`config.mk`:
```
export PLATFORM = sky130hd
export DESIGN_NAME = cmp_iter_compare
export DESIGN_NICKNAME = d
export VERILOG_FILES = /design/src/rtl/cmp_iter_pkg.sv /design/src/rtl/cmp_slice_sub.sv /design/src/rtl/cmp_flag_gen.sv /design/src/rtl/cmp_delay.sv /design/src/rtl/cmp_iter_compare.sv
export SDC_FILE = /design/constraint.sdc
export NUM_CORES = 1
export LEC_CHECK = 0
export ABC_AREA = 1
export BUFFER_PORTS_ARGS = -buffer_cell sky130_fd_sc_hd__buf_2
export CELL_PAD_IN_SITES_DETAIL_PLACEMENT = 0
export CELL_PAD_IN_SITES_GLOBAL_PLACEMENT = 2
export CORE_ASPECT_RATIO = 0.5
export CORE_MARGIN = 2
export CORE_UTILIZATION = 36
export CTS_CLUSTER_DIAMETER = 100
export DETAILED_ROUTE_END_ITERATION = 16
export GPL_TIMING_DRIVEN = 1
export PLACE_DENSITY = 0.81
export SYNTH_ARGS = -nofsm -noshare
export SYNTH_HDL_FRONTEND = slang
export SYNTH_HIERARCHICAL = 1
export SYNTH_SLANG_ARGS = --single-unit
```
`constraint.sdc`:
```
create_clock -name clk -period 4.3 [get_ports clk]
set_input_delay 0.645 -clock clk [delete_from_list [all_inputs] [get_ports clk]]
set_output_delay 0.645 -clock clk [all_outputs]
set_load 0.03 [all_outputs]
```
`src/rtl/cmp_iter_pkg.sv`:
```
package cmp_iter_pkg;

  typedef struct packed {
    logic eq;
    logic ult;
    logic ule;
    logic ugt;
    logic uge;
    logic slt;
    logic sle;
    logic sgt;
    logic sge;
  } cmp_flags_t;

  typedef enum logic [1:0] {
    ST_IDLE  = 2'd0,
    ST_SCAN  = 2'd1,
    ST_DRAIN = 2'd2
  } cmp_state_t;

endpackage

```
`src/rtl/cmp_slice_sub.sv`:
```
module cmp_slice_sub #(
  parameter int W = 8
) (
  input  logic [W-1:0] a,
  input  logic [W-1:0] b,
  input  logic         cin,
  output logic         cout,
  output logic         zero
);
  logic [W:0] diff;

  // a - b as a + ~b + cin; carry out high means no borrow
  assign diff = {1'b0, a} + {1'b0, ~b} + {{W{1'b0}}, cin};
  assign cout = diff[W];
  assign zero = (diff[W-1:0] == '0);
endmodule

```
`src/rtl/cmp_flag_gen.sv`:
```
module cmp_flag_gen
  import cmp_iter_pkg::*;
(
  input  logic       all_zero,
  input  logic       no_borrow,
  input  logic       a_sign,
  input  logic       b_sign,
  output cmp_flags_t flags
);
  logic u_lt, s_lt;

  always_comb begin
    u_lt = ~no_borrow;
    // signs differ: the negative one is smaller; signs equal: unsigned order
    s_lt = (a_sign ^ b_sign) ? a_sign : u_lt;
    flags.eq  = all_zero;
    flags.ult = u_lt;
    flags.ule = u_lt | all_zero;
    flags.ugt = ~(u_lt | all_zero);
    flags.uge = ~u_lt;
    flags.slt = s_lt;
    flags.sle = s_lt | all_zero;
    flags.sgt = ~(s_lt | all_zero);
    flags.sge = ~s_lt;
  end
endmodule

```
`src/rtl/cmp_delay.sv`:
```
module cmp_delay #(
  parameter int DEPTH = 0,
  parameter int W     = 9
) (
  input  logic         clk,
  input  logic         en,
  input  logic         clear,
  input  logic         v_in,
  input  logic [W-1:0] d_in,
  output logic         v_out,
  output logic [W-1:0] d_out
);
  generate
    if (DEPTH == 0) begin : g_pass
      assign v_out = v_in;
      assign d_out = d_in;
    end else begin : g_regs
      logic [DEPTH-1:0] v_q;
      logic [W-1:0]     d_q [DEPTH];
      always_ff @(posedge clk) begin
        if (clear) begin
          v_q <= '0;
        end else if (en) begin
          v_q[0] <= v_in;
          for (int i = 1; i < DEPTH; i++) v_q[i] <= v_q[i-1];
        end
      end
      always_ff @(posedge clk) begin
        if (en) begin
          d_q[0] <= d_in;
          for (int i = 1; i < DEPTH; i++) d_q[i] <= d_q[i-1];
        end
      end
      assign v_out = v_q[DEPTH-1];
      assign d_out = d_q[DEPTH-1];
    end
  endgenerate
endmodule

```
`src/rtl/cmp_iter_compare.sv`:
```
module cmp_iter_compare
  import cmp_iter_pkg::*;
#(
  parameter int DATA_W       = 32,
  parameter int SLICE_W      = 8,
  parameter int EXTRA_STAGES = 0
) (
  input  logic              clk,
  input  logic              clk_en,
  input  logic              clear,
  input  logic              in_valid,
  output logic              in_ready,
  input  logic [DATA_W-1:0] opa,
  input  logic [DATA_W-1:0] opb,
  output logic              out_valid,
  input  logic              out_ready,
  output logic              eq,
  output logic              ult,
  output logic              ule,
  output logic              ugt,
  output logic              uge,
  output logic              slt,
  output logic              sle,
  output logic              sgt,
  output logic              sge
);
  localparam int NSLICE  = (DATA_W + SLICE_W - 1) / SLICE_W;
  localparam int LAST_W  = DATA_W - (NSLICE - 1) * SLICE_W;
  localparam int IDX_W   = (NSLICE > 1) ? $clog2(NSLICE) : 1;
  localparam int FLAG_W  = $bits(cmp_flags_t);
  localparam int LATENCY = NSLICE + EXTRA_STAGES;

  cmp_state_t        state_q;
  logic [DATA_W-1:0] a_q, b_q;
  logic [IDX_W-1:0]  idx_q;
  logic              carry_q;
  logic              zacc_q;
  logic              a_sign_q, b_sign_q;
  logic              accept, take, last;

  logic [SLICE_W-1:0] a_sl, b_sl;
  logic               sl_cout, sl_zero;
  cmp_flags_t         fin_flags, pipe_flags, out_q;
  logic               pipe_v;
  logic [FLAG_W-1:0]  pipe_bits;

  assign in_ready = (state_q == ST_IDLE);
  assign accept   = clk_en & in_valid & in_ready;
  assign take     = clk_en & out_valid & out_ready;
  assign last     = (idx_q == IDX_W'(NSLICE - 1));

  // current slice sits at the bottom of the shifting operand registers
  generate
    if (LAST_W == SLICE_W) begin : g_even
      assign a_sl = a_q[SLICE_W-1:0];
      assign b_sl = b_q[SLICE_W-1:0];
    end else begin : g_short_top
      assign a_sl = last ? {{(SLICE_W-LAST_W){1'b0}}, a_q[LAST_W-1:0]} : a_q[SLICE_W-1:0];
      assign b_sl = last ? {{(SLICE_W-LAST_W){1'b0}}, b_q[LAST_W-1:0]} : b_q[SLICE_W-1:0];
    end
  endgenerate

  cmp_slice_sub #(.W(SLICE_W)) u_slice (
    .a    (a_sl),
    .b    (b_sl),
    .cin  (carry_q),
    .cout (sl_cout),
    .zero (sl_zero)
  );

  cmp_flag_gen u_flags (
    .all_zero  (zacc_q & sl_zero),
    .no_borrow (sl_cout),
    .a_sign    (a_sign_q),
    .b_sign    (b_sign_q),
    .flags     (fin_flags)
  );

  cmp_delay #(.DEPTH(EXTRA_STAGES), .W(FLAG_W)) u_pipe (
    .clk   (clk),
    .en    (clk_en),
    .clear (clear),
    .v_in  ((state_q == ST_SCAN) && last),
    .d_in  (fin_flags),
    .v_out (pipe_v),
    .d_out (pipe_bits)
  );
  assign pipe_flags = cmp_flags_t'(pipe_bits);

  always_ff @(posedge clk) begin
    if (clear) begin
      state_q   <= ST_IDLE;
      idx_q     <= '0;
      carry_q   <= 1'b1;
      zacc_q    <= 1'b1;
      out_valid <= 1'b0;
    end else if (clk_en) begin
      unique case (state_q)
        ST_IDLE: if (in_valid) begin
          state_q <= ST_SCAN;
          idx_q   <= '0;
          carry_q <= 1'b1;
          zacc_q  <= 1'b1;
        end
        ST_SCAN: begin
          carry_q <= sl_cout;
          zacc_q  <= zacc_q & sl_zero;
          idx_q   <= idx_q + 1'b1;
          if (last) state_q <= ST_DRAIN;
        end
        ST_DRAIN: if (out_valid && out_ready) state_q <= ST_IDLE;
        default: state_q <= ST_IDLE;
      endcase
      if (pipe_v)           out_valid <= 1'b1;
      else if (out_ready)   out_valid <= 1'b0;
    end
  end

  always_ff @(posedge clk) begin
    if (accept) begin
      a_q      <= opa;
      b_q      <= opb;
      a_sign_q <= opa[DATA_W-1];
      b_sign_q <= opb[DATA_W-1];
    end else if (clk_en && state_q == ST_SCAN) begin
      a_q <= a_q >> SLICE_W;
      b_q <= b_q >> SLICE_W;
    end
    if (clk_en && pipe_v) out_q <= pipe_flags;
  end

  assign eq  = out_q.eq;
  assign ult = out_q.ult;
  assign ule = out_q.ule;
  assign ugt = out_q.ugt;
  assign uge = out_q.uge;
  assign slt = out_q.slt;
  assign sle = out_q.sle;
  assign sgt = out_q.sgt;
  assign sge = out_q.sge;

  // enabled cycles since acceptance, for the latency property only
  logic [15:0] lat_q;
  always_ff @(posedge clk) begin
    if (clear)                                  lat_q <= '0;
    else if (accept)                            lat_q <= '0;
    else if (clk_en && !out_valid && !in_ready) lat_q <= lat_q + 1'b1;
  end

  AST_CLEAR_IDLE: assert property (@(posedge clk) $fell(clear) |-> in_ready && !out_valid);
  AST_NO_DUAL_READY: assert property (@(posedge clk) disable iff (clear) !(in_ready && out_valid));
  AST_BUSY_UNTIL_TAKEN: assert property (@(posedge clk) disable iff (clear) (!in_ready && !take) |=> !in_ready);
  AST_LATENCY: assert property (@(posedge clk) disable iff (clear) $rose(out_valid) |-> lat_q == 16'(LATENCY));
  AST_U_TRICHOTOMY: assert property (@(posedge clk) disable iff (clear) out_valid |-> $countones({ult, eq, ugt}) == 1);
  AST_S_TRICHOTOMY: assert property (@(posedge clk) disable iff (clear) out_valid |-> $countones({slt, eq, sgt}) == 1);
  AST_HOLD: assert property (@(posedge clk) disable iff (clear) (out_valid && !out_ready) |=> out_valid && $stable({eq, ult, ule, ugt, uge, slt, sle, sgt, sge}));
  AST_FREEZE: assert property (@(posedge clk) disable iff (clear) !clk_en |=> $stable({in_ready, out_valid}));
endmodule

```
==> run summary <==
met1 Use GR -> 0.184
Synth Register Bits -> 82
pre-CTS setup slack -> 1.85 ns
H-tree lvl count -> 3
CORE AREA -> 0.0110 mm2
Worst-Margin Slew -> 1.15 ns
Via Count -> 2677
largest fanout on the critical path -> 5
TritonCTS Sinks -> 82
initial DRC count -> 133
CTS buffer count -> 9
Synth cell types -> 25
Antenna Nets Post-Route -> 0
FP Rows -> 27
average vias per placed instance -> 4.11
Die Wd -> 154 um
outcome -> finished, final reports clean
GPL Wtd Cong -> 0.803
final net count -> 580
Worst Skew -> 0.00579 ns
synth warn -> 6
met2 usage -> 0.198
Synth Area per Inst -> 9.28 um2
TNS Setup -> 0 ns
initial antenna violation count -> 1
post-CTS sizing -> 0
Pint -> 1.66 mW
WHS -> 0.465 ns
setup ws final -> 1.84 ns
R2R Setup Slk -> 1.84 ns
number of remaining DRC errors -> 0
max-slew violations -> 0
GRT Total Usage -> 0.135
GR peak layer -> met2
drt first pass iters -> 4
unrepaired setup endpoints after global routing -> no
CTS tree -> done
die area -> 0.0122 mm2
Max clock buf depth -> 2
Worst slew margin -> 0.232
largest net degree at the start of global routing -> 65
Register Area -> 0.00239 mm2
met3 Track Usage GR -> 0.0491
Seq pwr share -> 0.454
PD cells -> 480 mW/mm2
worst skew pair latency -> 0.34 ns
Post-Syn Instances -> 436
switching part of the total power -> 0.271
minimum clock period -> 2.46 ns
sequential area share after synthesis -> 0.591
CP Capture Type -> flip-flop
Worst Hold Class -> flip-flop to flip-flop
setup violators final -> 0
MaxCap Viol Count -> 0
Final Cycle Share -> 0.571
first-pass GRT wire length -> 12400 um
P_leak -> 2.28 nW
starting utilization of the core area -> 0.369
Synth-to-Final Area Change -> 17.4%
startpoint class of the critical path -> flip-flop
Syn Nets -> 515
Comb power frac -> 0.177
Multi-input gate area -> 0.00123 mm2
Setup Crit Path Kind -> flip-flop to flip-flop
Hold-fix buffers, CTS -> 0
Clock Power Share -> 0.369
Ports -> 80
die height -> 79.0 um
Routed WL -> 7490 um
wire per inst -> 11.5 um
layout cell share with drive strength beyond 1 -> 0.223
HPWL after DPL -> 5210 um
clock-pin slew on the worst setup and hold paths -> 0.06 ns
post-synthesis instance area -> 0.00405 mm2
crit path DAT -> 2.54 ns
VDD IR max -> 152 uV
Fillers -> 1111
data required time of the worst path -> 4.38 ns
Psw -> 0.618 mW
Port Buffers -> 79
vias in the first global route -> 2585
CTS Root Cell -> clkbuf_16
gr ovfl total -> 0
Post-CTS Setup Inserts -> 0
final hold viol count -> 0
fmax -> 407 MHz
path summary, 6_finish.rpt:
path	from	to	cells past startpoint
hold / removal	idx_q[1]	idx_q[1]	2
hold reg to reg	idx_q[1]	idx_q[1]	2
setup reg to reg	b_q[0]	sle	14
setup / recovery	b_q[0]	sle	14
flip-flops by register name, summed over array words and instances (netlist names), 2 cells and up:
name / flops
a_q: 32
idx_q: 2
b_q: 32
state_q: 2
power by group through the flow:
stage	registers (mW)	clock network, mW	logic (mW)
after CTS	1.04	0.862	0.413
after floorplan	1.04	0	0.351
after global routing	1.04	0.903	0.474
final	1.03	0.841	0.404
after global placement	1.05	0	0.413
after detailed placement	1.05	0	0.411
worst max-delay path, cell delays in order (launching register included):
cell	delay [ns]
edfxtp_1	0.36
inv_1	0.08
fa_1	0.18
inv_1	0.05
fa_1	0.38
inv_1	0.10
nand2_1	0.05
nand2_1	0.07
nand3_1	0.09
nand2_1	0.09
a21oi_1	0.07
o21bai_1	0.38
nand2_1	0.12
nand2_2	0.11
nand3_1	0.07
layer usage:
metal  wire length (um)  vias to the layer above
met2               3250                       51
li1                   -                     1483
met5                  0                        -
met1               3800                     1139
met4                 66                        0
met3                380                        4
synthesized netlist by cell type:
cell      number  area share
nand2_1      191        0.18
edfxtp_1      75        0.56
inv_1         51       0.047
nor2_1        26       0.024
buf_4         18       0.033
nand3_1       18       0.022
ha_1           8       0.025
a21oi_1        7      0.0087
dfxtp_1        7       0.035
buf_6          6       0.017
nand2_2        5      0.0077
inv_2          4      0.0037
buf_2          3      0.0037
nor2_4         3      0.0083
fa_1           2      0.0099
nand3_2        2      0.0049
nor2_2         2      0.0031
clkinv_1       1     0.00093
nand2_4        1      0.0028
nand3b_1       1      0.0019
nand4_1        1      0.0015
o21ai_0        1      0.0012
o21ai_1        1      0.0012
o21bai_1       1      0.0019
o22ai_1        1      0.0015
through the flow:
step / power [mW] / instances / utilization / instance area (um2)
6_report: 2.28 / 652 / 0.433 / 4750
5_1_grt: 2.42 / 651 / 0.432 / 4750
2_1_floorplan: 1.39 / 436 / - / 4050
4_1_cts: 2.31 / 651 / 0.432 / 4750
3_3_place_gp: 1.46 / 635 / 0.403 / 4420
3_5_place_dp: 1.46 / 635 / 0.403 / 4420
kinds of logic (layout without fill, tap and decap cells):
kind of cell / after synthesis / count (layout) / synth area share
AO/OA/AOI/OAI: 11 / 11 / 0.0145
adder cells (fa/ha/maj): 10 / 10 / 0.0346
buffers and inverters: 83 / 153 / 0.106
flip-flops: 82 / 82 / 0.591
other: 0 / 1 / 0
AND/OR/NAND/NOR: 250 / 250 / 0.254
cells in the final DEF, fill, tap and decap left out, types with 3 or more instances in the layout:
master / count
edfxtp_1: 75
nand2_2: 5
nand3_1: 18
buf_2: 79
nor2_1: 26
nand2_1: 191
clkbuf_16: 9
dfxtp_1: 7
nor2_4: 3
inv_1: 51
ha_1: 8
inv_2: 4
a21oi_1: 7
cell type report:
cell class,instances,share of cell area
tap,145,0.0382
clock inverter,6,0.0205
multi-input combinational,271,0.258
timing repair buffer,81,0.0864
sequential,82,0.504
clock buffer,10,0.0482
inverter,56,0.0443
antenna,1,0.000527
Note: power is estimated with default switching activity, not from simulation.
